--- src/rtl/lbc_pkg.sv ---
// Shared types for the loop buffer controller.
// Assumes nothing beyond a 2-bit indication to the CPU.
package lbc_pkg;
    // The encoding is visible at the CPU pins and must not change
    typedef enum logic [1:0] {
        ST_IDLE   = 2'b00,
        ST_FILL   = 2'b01,
        ST_ACTIVE = 2'b10,
        ST_INDEX  = 2'b11
    } lbc_state_t;
endpackage

--- src/rtl/lbc_stack.sv ---
// Loop stack: one entry per loop being tracked, holding the branch
// address, the fill bit and the first buffer slot of the loop.
// Assumes the caller never asks for pop on an empty stack. A push onto
// a full stack is dropped. Priority: flush, pop, push, set_fill.
module lbc_stack #(
    parameter int ADDR_W    = 32,
    parameter int SLOT_W    = 6,
    parameter int STK_DEPTH = 4
) (
    input  logic              clk,
    input  logic              rst_n,
    input  logic              flush,
    input  logic              pop,
    input  logic              push,
    input  logic              set_fill,
    input  logic [ADDR_W-1:0] push_addr,
    input  logic [SLOT_W-1:0] push_base,
    output logic [ADDR_W-1:0] top_addr,
    output logic [SLOT_W-1:0] top_base,
    output logic              below_fill,
    output logic              multi,
    output logic              empty,
    output logic              full
);
    localparam int CW = $clog2(STK_DEPTH + 1);

    logic [CW-1:0]     cnt_q;
    logic [ADDR_W-1:0] addr_q [STK_DEPTH];
    logic [SLOT_W-1:0] base_q [STK_DEPTH];
    logic [STK_DEPTH-1:0] fill_q;

    assign empty = (cnt_q == '0);
    assign full  = (cnt_q == CW'(STK_DEPTH));
    assign multi = (cnt_q > CW'(1));

    // Track the entry count
    always_ff @(posedge clk) begin
        if (!rst_n || flush)      cnt_q <= '0;
        else if (pop && !empty)   cnt_q <= cnt_q - CW'(1);
        else if (push && !full)   cnt_q <= cnt_q + CW'(1);
    end

    // Write the entry fields
    always_ff @(posedge clk) begin
        for (int i = 0; i < STK_DEPTH; i++) begin
            if (!rst_n || flush) begin
                addr_q[i] <= '0;
                base_q[i] <= '0;
                fill_q[i] <= 1'b0;
            end else if (pop) begin
                fill_q[i] <= fill_q[i];
            end else if (push && !full && cnt_q == CW'(i)) begin
                addr_q[i] <= push_addr;
                base_q[i] <= push_base;
                fill_q[i] <= 1'b0;
            end else if (set_fill && cnt_q == CW'(i + 1)) begin
                fill_q[i] <= 1'b1;
            end
        end
    end

    // Read the top entry and the fill bit of the entry below it
    always_comb begin
        top_addr   = '0;
        top_base   = '0;
        below_fill = 1'b0;
        for (int i = 0; i < STK_DEPTH; i++) begin
            if (cnt_q == CW'(i + 1)) begin
                top_addr = addr_q[i];
                top_base = base_q[i];
            end
            if (cnt_q == CW'(i + 2)) below_fill = fill_q[i];
        end
    end


    push_gated_chk: assert property (@(posedge clk) disable iff (!rst_n)
        push |-> !full);

    full_hold_chk: assert property (@(posedge clk) disable iff (!rst_n)
        (full && !pop && !flush) |=> full);

    pop_count_chk: assert property (@(posedge clk) disable iff (!rst_n)
        (pop && !flush && !empty) |=> (cnt_q == $past(cnt_q) - CW'(1)));
endmodule

--- src/rtl/lbc_next.sv ---
// Next-state decision for the loop buffer controller. Purely
// combinational. It works out the indication, the write slot, the index
// and the stack commands from one cycle of branch information.
// Assumes that a branch is resolved in the same cycle it is fetched.
module lbc_next
    import lbc_pkg::*;
#(
    parameter int BUF_DEPTH = 64,
    parameter int SLOT_W    = 6
) (
    input  lbc_state_t        state,
    input  logic [SLOT_W:0]   wptr,
    input  logic              bb_valid,
    input  logic              bb_taken,
    input  logic              mispredict,
    input  logic              match,
    input  logic              empty,
    input  logic              full,
    input  logic              multi,
    input  logic              below_fill,
    input  logic [SLOT_W-1:0] top_base,
    output lbc_state_t        state_n,
    output logic [SLOT_W:0]   wptr_n,
    output logic [SLOT_W-1:0] idx_n,
    output logic              push,
    output logic              pop,
    output logic              set_fill,
    output logic              flush
);
    logic storing;
    assign storing = (state == ST_FILL);

    // Choose the next state and the stack command
    always_comb begin
        state_n  = state;
        wptr_n   = wptr;
        idx_n    = '0;
        push     = 1'b0;
        pop      = 1'b0;
        set_fill = 1'b0;
        flush    = 1'b0;
        if (mispredict) begin
            flush   = 1'b1;
            state_n = ST_IDLE;
        end else if (storing && wptr == (SLOT_W+1)'(BUF_DEPTH)) begin
            flush   = 1'b1;
            state_n = ST_IDLE;
        end else begin
            if (storing) wptr_n = wptr + (SLOT_W+1)'(1);
            if (state == ST_INDEX) state_n = ST_ACTIVE;
            if (bb_valid && bb_taken && match) begin
                if (state != ST_IDLE) begin
                    set_fill = 1'b1;
                    state_n  = ST_INDEX;
                    idx_n    = top_base;
                end else begin
                    state_n = ST_IDLE;
                end
            end else if (bb_valid && bb_taken) begin
                if (full) begin
                    state_n = ST_IDLE;
                end else begin
                    push    = 1'b1;
                    state_n = ST_FILL;
                    if (empty) wptr_n = '0;
                end
            end else if (bb_valid && match) begin
                pop     = 1'b1;
                state_n = (multi && !below_fill) ? ST_FILL : ST_IDLE;
            end
        end
    end
endmodule

--- src/rtl/loop_buf_ctrl.sv ---
// Memory-side controller for a CPU-side tagless loop buffer.
// It holds the indication state, the next free buffer slot and the
// index sent in jump cycles. The loop stack and the decision logic
// are separate modules below it.
// Assumes one instruction per cycle, with the branch outcome known in
// the fetch cycle.
module loop_buf_ctrl
    import lbc_pkg::*;
#(
    parameter int ADDR_W    = 32,
    parameter int BUF_DEPTH = 64,
    parameter int STK_DEPTH = 4,
    localparam int SLOT_W   = $clog2(BUF_DEPTH)
) (
    input  logic              clk,
    input  logic              rst_n,
    input  logic [ADDR_W-1:0] fetch_addr,
    input  logic              bb_valid,
    input  logic              bb_taken,
    input  logic              mispredict,
    output logic [1:0]        ind,
    output logic [SLOT_W-1:0] buf_index,
    output logic              mem_off
);
    lbc_state_t        state_q, state_n;
    logic [SLOT_W:0]   wptr_q, wptr_n;
    logic [SLOT_W-1:0] idx_q, idx_n;
    logic              push, pop, set_fill, flush;
    logic [ADDR_W-1:0] top_addr;
    logic [SLOT_W-1:0] top_base;
    logic              below_fill, multi, empty, full, match;

    assign match = !empty && (fetch_addr == top_addr);

    lbc_stack #(.ADDR_W(ADDR_W), .SLOT_W(SLOT_W), .STK_DEPTH(STK_DEPTH)) u_stack (
        .clk(clk), .rst_n(rst_n), .flush(flush), .pop(pop), .push(push),
        .set_fill(set_fill), .push_addr(fetch_addr), .push_base(wptr_n[SLOT_W-1:0]),
        .top_addr(top_addr), .top_base(top_base), .below_fill(below_fill),
        .multi(multi), .empty(empty), .full(full)
    );

    lbc_next #(.BUF_DEPTH(BUF_DEPTH), .SLOT_W(SLOT_W)) u_next (
        .state(state_q), .wptr(wptr_q), .bb_valid(bb_valid), .bb_taken(bb_taken),
        .mispredict(mispredict), .match(match), .empty(empty), .full(full),
        .multi(multi), .below_fill(below_fill), .top_base(top_base),
        .state_n(state_n), .wptr_n(wptr_n), .idx_n(idx_n), .push(push),
        .pop(pop), .set_fill(set_fill), .flush(flush)
    );

    // Register the state, the write slot and the index
    always_ff @(posedge clk) begin
        if (!rst_n) begin
            state_q <= ST_IDLE;
            wptr_q  <= '0;
            idx_q   <= '0;
        end else begin
            state_q <= state_n;
            wptr_q  <= wptr_n;
            idx_q   <= idx_n;
        end
    end

    assign ind       = state_q;
    assign buf_index = idx_q;
    assign mem_off   = state_q[1];


    mispredict_idle_chk: assert property (@(posedge clk) disable iff (!rst_n)
        mispredict |=> (ind == 2'b00));

    no_overflow_chk: assert property (@(posedge clk) disable iff (!rst_n)
        (state_q == ST_FILL && !mispredict && wptr_q == (SLOT_W+1)'(BUF_DEPTH))
        |=> (state_q == ST_IDLE));

    index_to_active_chk: assert property (@(posedge clk) disable iff (!rst_n)
        (state_q == ST_INDEX && !mispredict && !bb_valid) |=> (state_q == ST_ACTIVE));

    slot_bound_chk: assert property (@(posedge clk) disable iff (!rst_n)
        wptr_q <= (SLOT_W+1)'(BUF_DEPTH));

    index_quiet_chk: assert property (@(posedge clk) disable iff (!rst_n)
        (state_n != ST_INDEX) |=> (buf_index == '0));
endmodule

--- config.mk ---
export PLATFORM = sky130hd
export DESIGN_NAME = loop_buf_ctrl
export DESIGN_NICKNAME = d
export VERILOG_FILES = /design/src/rtl/lbc_pkg.sv /design/src/rtl/lbc_stack.sv /design/src/rtl/lbc_next.sv /design/src/rtl/loop_buf_ctrl.sv
export SDC_FILE = /design/constraint.sdc
export NUM_CORES = 1
export LEC_CHECK = 0
export BUFFER_PORTS_ARGS = -buffer_cell sky130_fd_sc_hd__buf_2
export CAP_MARGIN = 20
export CORE_UTILIZATION = 48
export CTS_BUF_LIST = sky130_fd_sc_hd__clkbuf_8
export DETAILED_ROUTE_END_ITERATION = 6
export PLACE_DENSITY = 0.69
export REMOVE_ABC_BUFFERS = 1
export SKIP_CTS_REPAIR_TIMING = 1
export SYNTH_ARGS = -nofsm -noshare
export SYNTH_HDL_FRONTEND = slang
export SYNTH_HIERARCHICAL = 1
export SYNTH_SLANG_ARGS = --single-unit
--- constraint.sdc ---
create_clock -name clk -period 8.57 [get_ports clk]
set_input_delay 1.714 -clock clk [delete_from_list [all_inputs] [get_ports clk]]
set_output_delay 1.714 -clock clk [all_outputs]
set_load 0.01 [all_outputs]
After elaboration in Yosys (flattened, before gate mapping)

Memory sizes are Yosys's and may differ from the RTL's.
Index checks and enable logic that the tools add are counted.

Flip-flop bits (word level): 22
Bits in latches: 0
RAM bits: 152
Bits in read-only memories: 0
Memories: 2

Add/subtract/negate cells: 3
$mul: 0
Div/mod/pow operators: 0
Order comparisons: 1
Equality and inequality tests: 9
Shift operators: 0
Muxes and demuxes: 78
Bitwise logic cells: 14
Reductions and logical operators: 36

Memories:

| memory         | words | width | read ports | clocked after memory_dff | wr ports | RTL line        | source |
|---|---|---|---|---|---|---|---|
| u_stack.addr_q | 4     | 32    | 4          | 0                        | 4        | lbc_stack.sv:28 | `logic [ADDR_W-1:0] addr_q [STK_DEPTH];` |
| u_stack.base_q | 4     | 6     | 4          | 0                        | 4        | lbc_stack.sv:29 | `logic [SLOT_W-1:0] base_q [STK_DEPTH];` |

Operator list:

| kind                                                                  | number |
|---|---|
| 32-bit 2-to-1 mux                                                     | 8 |
| 6-bit 2-to-1 mux                                                      | 10 |
| 1-bit 2-to-1 mux                                                      | 48 |
| 7-bit 2-to-1 mux                                                      | 5 |
| 32-bit == test                                                        | 1 |
| 1-bit logical AND                                                     | 16 |
| 2-bit nonzero test                                                    | 6 |
| 2-bit 2-to-1 mux                                                      | 5 |
| 2-bit AND reduction                                                   | 5 |
| 1-bit OR                                                              | 8 |
| 7-bit by 1-bit adder with 7-bit output (second input constant)        | 1 |
| 7-bit == test (second input constant)                                 | 1 |
| 3-bit by 2-bit == test with 1-bit output (second input constant)      | 2 |
| 3-bit == test (second input constant)                                 | 2 |
| 3-bit 2-to-1 mux                                                      | 2 |
| 1-bit NOT                                                             | 6 |
| 5-bit OR reduction                                                    | 1 |
| 1-bit zero test                                                       | 4 |
| 4-bit nonzero test                                                    | 1 |
| 3-bit by 1-bit adder with 3-bit output (second input constant)        | 1 |
| 3-bit by 1-bit == test with 1-bit output (second input constant)      | 1 |
| 3-bit by 1-bit > comparator with 1-bit output (second input constant) | 1 |
| 3-bit zero test                                                       | 1 |
| 3-bit OR reduction                                                    | 1 |
| 4 further kinds                                                       | 4 |

Depth between registers and ports, before layout

Depth after elaboration: 18
Gate-level depth with buffers: 21
Mapped depth without buffers: 15

Cells and area by module

The synthesis kept the hierarchy.

Modules (own cells, without submodules):

| module        | times used | cells an instance | area an instance (µm²) |
|---|---|---|---|
| lbc_stack     | 1          | 613               | 7,663.6 |
| loop_buf_ctrl | 1          | 76                | 762.0 |
| lbc_next      | 1          | 77                | 503.0 |

Worst setup path after synthesis

No wires, ideal clock.

Kind: input to register
Start: in fetch_addr[4]
End: mem u_stack.addr_q[2][0], enable pin
Arrival time: 5.692 ns
Path slack: 2.390 ns
Stages: 9
Cells stage by stage: xor2_1 > nor4_1 > nand4_1 > nor3_2 > or2_1 > nor3_1 > nand2b_1 > buf_2 > o21ai_0

RTL lines:

| item               | RTL line            | source |
|---|---|---|
| start: declaration | loop_buf_ctrl.sv:17 | `input logic [ADDR_W-1:0] fetch_addr,` |
| end: declaration   | lbc_stack.sv:28     |  |

==> results.sh <==
export IMPL_power_mw=1.54
export IMPL_maxSlewHeadroom_pct=36.9
export IMPL_dpl_cell_area_sq_um=9330
export IMPL_worstSetupPathType="reg -> reg"
export IMPL_regToRegStartpoint="u_stack/cnt_q[2]$_SDFFE_PP0P_"
export IMPL_critical_path_arrival_ns=6.28
export IMPL_portBuffers=45
export IMPL_cts_buffer_depth=2
export IMPL_num_fill_cells=1600
export IMPL_core_area_sq_um=18100
export IMPL_path_clk_slew_ns=0.08
export IMPL_cts_root_buf="clkbuf_8"
export IMPL_drt_total_wl_um=20000
export IMPL_final_setup_worst_slack_ns=2.44
export IMPL_cts_buffers=17
export IMPL_async_flop_share_pct=0
export IMPL_hold_end="u_stack/fill_q[0]$_SDFFE_PP0P_"
export IMPL_synth_seq_area_share_pct=56.1
export IMPL_finalSetupViolations=0
export IMPL_min_delay_start="u_stack/fill_q[0]$_SDFFE_PP0P_"
export IMPL_violations="DRC"
export IMPL_yosys_warnings=6
export IMPL_min_period_over_period_pct=71.5
export IMPL_synth_seq_cells=174
export IMPL_vias=6086
export IMPL_drtIter0Drc=569
export IMPL_netlist_area_sq_um=8930
export IMPL_hold_path_class="reg -> reg"
export IMPL_rows=49
export IMPL_nets=833
export IMPL_outcome="finished with violations"
export IMPL_p_leak_nw=3.67
export IMPL_first_pass_iters=7
export IMPL_r2r_end="u_stack/addr_q[3][9]$_SDFFCE_PN0P_"
export IMPL_reg2reg_slack_ns=2.44
export IMPL_die_h_um=138
export IMPL_setup_tns_final_ns=0
export IMPL_cts_sinks=174
export IMPL_skew_ns=0.00775
export IMPL_worst_pin_slew_ns=0.939
export IMPL_overflow=0
export IMPL_maxSlewViolCount=0
export IMPL_drt_vias_per_instance=5.92
export IMPL_syn_area_per_cell_sq_um=11.7
export IMPL_place_hpwl_um=12000
export IMPL_initial_core_util_pct=49.4
export IMPL_ir_worst_vdd_v=0.000104
export IMPL_synth_flop_cell="edfxtp_1"
export IMPL_grt_pass1_wl_um=32500
export IMPL_drc=6
export IMPL_cp_required_ns=8.72
export IMPL_hold_viol=0
export IMPL_antenna_left=0
export IMPL_maxCapViolations=0
export IMPL_cts_max_level=4
export IMPL_wire_per_inst_um=19.5
export IMPL_synth_edf_count=152
export IMPL_grt_pass1_vias=6210
export IMPL_clk_latency_ns=0.46
export IMPL_grt_antenna_before_repair=0
export IMPL_period_minus_slack_ns=6.13
export IMPL_cts_tree="built"
export IMPL_dieArea_sq_um=19200
export IMPL_grt_usage_pct=21.8
export IMPL_yosysUniqueCellTypes=54
export IMPL_layout_drive_gt1_share_pct=12.3
export IMPL_io_pin_count=46
export IMPL_post_place_ws_ns=2.57
export IMPL_design_area_sq_um=9650
export IMPL_rsz0062_at_grt="no"
export IMPL_grt_max_degree=47
export IMPL_reg2reg_depth=16
export IMPL_worstPathMaxFanout=46
export IMPL_max_freq_mhz=163
export IMPL_crit_path_end_kind="flip-flop"
export IMPL_syn_to_final_growth_pct=8.11
export IMPL_die_w_um=138
export IMPL_start_kind="flip-flop"
export IMPL_synthCells=766
export IMPL_gp_congestion=0.819
export IMPL_power_density_nw_per_um2=160
export IMPL_n_antenna_cell=0
export IMPL_holdPathStages=2
[power by group]
group / internal (mW) / switching (mW)
Combinational: 0.0248 / 0.0552
Sequential: 0.950 / 0.0133
Clock: 0.217 / 0.280
Total: 1.19 / 0.349
[layout make-up]
cell class,count,area [sq um],share of cell area (%)
Sequential cell,174,5000,51.8
Multi-Input combinational cell,481,3510,36.3
Timing Repair Buffer,58,323,3.34
Tap cell,229,287,2.97
Clock buffer,17,234,2.42
Inverter,55,206,2.14
Clock inverter,14,90.1,0.933
[cell usage after synthesis (3+ instances only)]
| cell type | n | area share [%] |
|---|---|---|
| a211oi_1 | 7 | 0.59 |
| a21oi_1 | 42 | 2.4 |
| a221o_1 | 36 | 4.0 |
| a221oi_1 | 38 | 3.7 |
| a22oi_1 | 12 | 1.0 |
| a311o_1 | 3 | 0.34 |
| a31oi_1 | 3 | 0.21 |
| and2_1 | 167 | 12 |
| and3_1 | 3 | 0.21 |
| buf_2 | 23 | 1.3 |
| buf_4 | 4 | 0.34 |
| clkbuf_1 | 25 | 1.1 |
| dfxtp_1 | 22 | 4.9 |
| edfxtp_1 | 152 | 51 |
| ha_1 | 9 | 1.3 |
| inv_1 | 53 | 2.2 |
| nand2_1 | 12 | 0.50 |
| nand2b_1 | 6 | 0.42 |
| nand3_1 | 3 | 0.17 |
| nand3b_1 | 37 | 3.1 |
| nand4_1 | 3 | 0.21 |
| nor2_1 | 6 | 0.25 |
| nor2b_1 | 9 | 0.63 |
| nor3_1 | 4 | 0.22 |
| nor3_2 | 4 | 0.45 |
| nor4_1 | 6 | 0.42 |
| o21ai_0 | 9 | 0.50 |
| o31ai_1 | 3 | 0.25 |
| or3_1 | 4 | 0.28 |
| xnor2_1 | 4 | 0.39 |
| xor2_1 | 28 | 2.7 |
[flip-flops by register name, indices dropped and copies added (netlist names)]
signal          cells
u_stack/addr_q    128
u_stack/fill_q      4
buf_index           6
u_stack/base_q     24
u_stack/cnt_q       3
wptr_q              7
ind                 2
[metrics by stage]
stage	hold slack (ns)	instances	utilization, %
finish	0.490	1028	53.4
global placement	0.463	997	51.6
detailed placement	0.462	997	51.6
CTS	0.491	1028	53.4
global route	0.522	1028	53.4
floorplan	0.437	710	-
[cell families (layout without fill, tap and decap cells)]
family                     after synthesis  in the layout  synth area share [%]
adders and majority gates                9              9                  1.26
buffers and inverters                  111            144                  5.33
muxes                                    1              1                 0.112
AOI/OAI and AO/OA                      164            164                  14.2
xor gates and xnor gates                32             32                  3.14
DFF                                    174            174                  56.1
and+or+nand+nor                        275            275                  20.0
[worst max-delay path: stages, from the launching register on]
cell and delay (ns):
dfxtp_1 0.30, buf_4 0.28, inv_1 0.26, ha_2 0.65, buf_4 0.54, a221oi_1 0.19
a221o_1 0.31, xor2_1 0.16, nor4_1 0.49, nand3_1 0.24, nor3_2 0.39, nand2_1 0.11
nor3_1 0.47, nand2b_1 0.71, nor2_1 0.13, a21o_1 0.22, buf_4 0.32
[cell usage in the layout (no fill, tap or decap), types with 4 or more instances in the layout]
cell type | synthesis | layout
and2_1 | 167 | 167
edfxtp_1 | 152 | 152
inv_1 | 53 | 58
buf_2 | 23 | 45
a21oi_1 | 42 | 42
a221oi_1 | 38 | 38
nand3b_1 | 37 | 37
a221o_1 | 36 | 36
xor2_1 | 28 | 28
dfxtp_1 | 22 | 22
clkbuf_8 | 0 | 17
buf_4 | 4 | 13
nand2_1 | 12 | 12
a22oi_1 | 12 | 12
nor2b_1 | 9 | 8
a211oi_1 | 7 | 7
ha_1 | 9 | 7
nor4_1 | 6 | 6
o21ai_0 | 9 | 6
nor2_1 | 6 | 6
nand2b_1 | 6 | 6
xnor2_1 | 4 | 4
or3_1 | 4 | 4
nor3_1 | 4 | 4
[how the worst max path moves through the flow]
| stage | start | depth (start not counted) | slack, ns | end |
|---|---|---|---|---|
| after floorplan | u_stack/cnt_q[2]$_SDFFE_PP0P_ | 12 | -0.03 | u_stack/addr_q[2][0]$_SDFFCE_PN0P_ |
| after detailed placement | u_stack/cnt_q[2]$_SDFFE_PP0P_ | 17 | 2.57 | u_stack/base_q[3][4]$_SDFFCE_PN0P_ |
| final | u_stack/cnt_q[2]$_SDFFE_PP0P_ | 16 | 2.44 | u_stack/addr_q[3][9]$_SDFFCE_PN0P_ |
| after global placement | u_stack/cnt_q[2]$_SDFFE_PP0P_ | 16 | 2.79 | u_stack/addr_q[3][3]$_SDFFCE_PN0P_ |
| after CTS | u_stack/cnt_q[2]$_SDFFE_PP0P_ | 17 | 2.56 | u_stack/base_q[3][1]$_SDFFCE_PN0P_ |
| after global routing | u_stack/cnt_q[2]$_SDFFE_PP0P_ | 17 | 2.09 | u_stack/addr_q[3][2]$_SDFFCE_PN0P_ |
[per-layer routing]
metal | share of wire [%] | up-vias | GRT usage [%]
met1 | 43 | 3057 | 26.9
met2 | 51 | 151 | 38.3
met3 | 4.0 | 21 | 3.74
li1 | - | 2857 | -
met4 | 1.3 | 0 | 7.92
met5 | 0 | - | 0
Note: power is estimated with default switching activity, not from simulation.
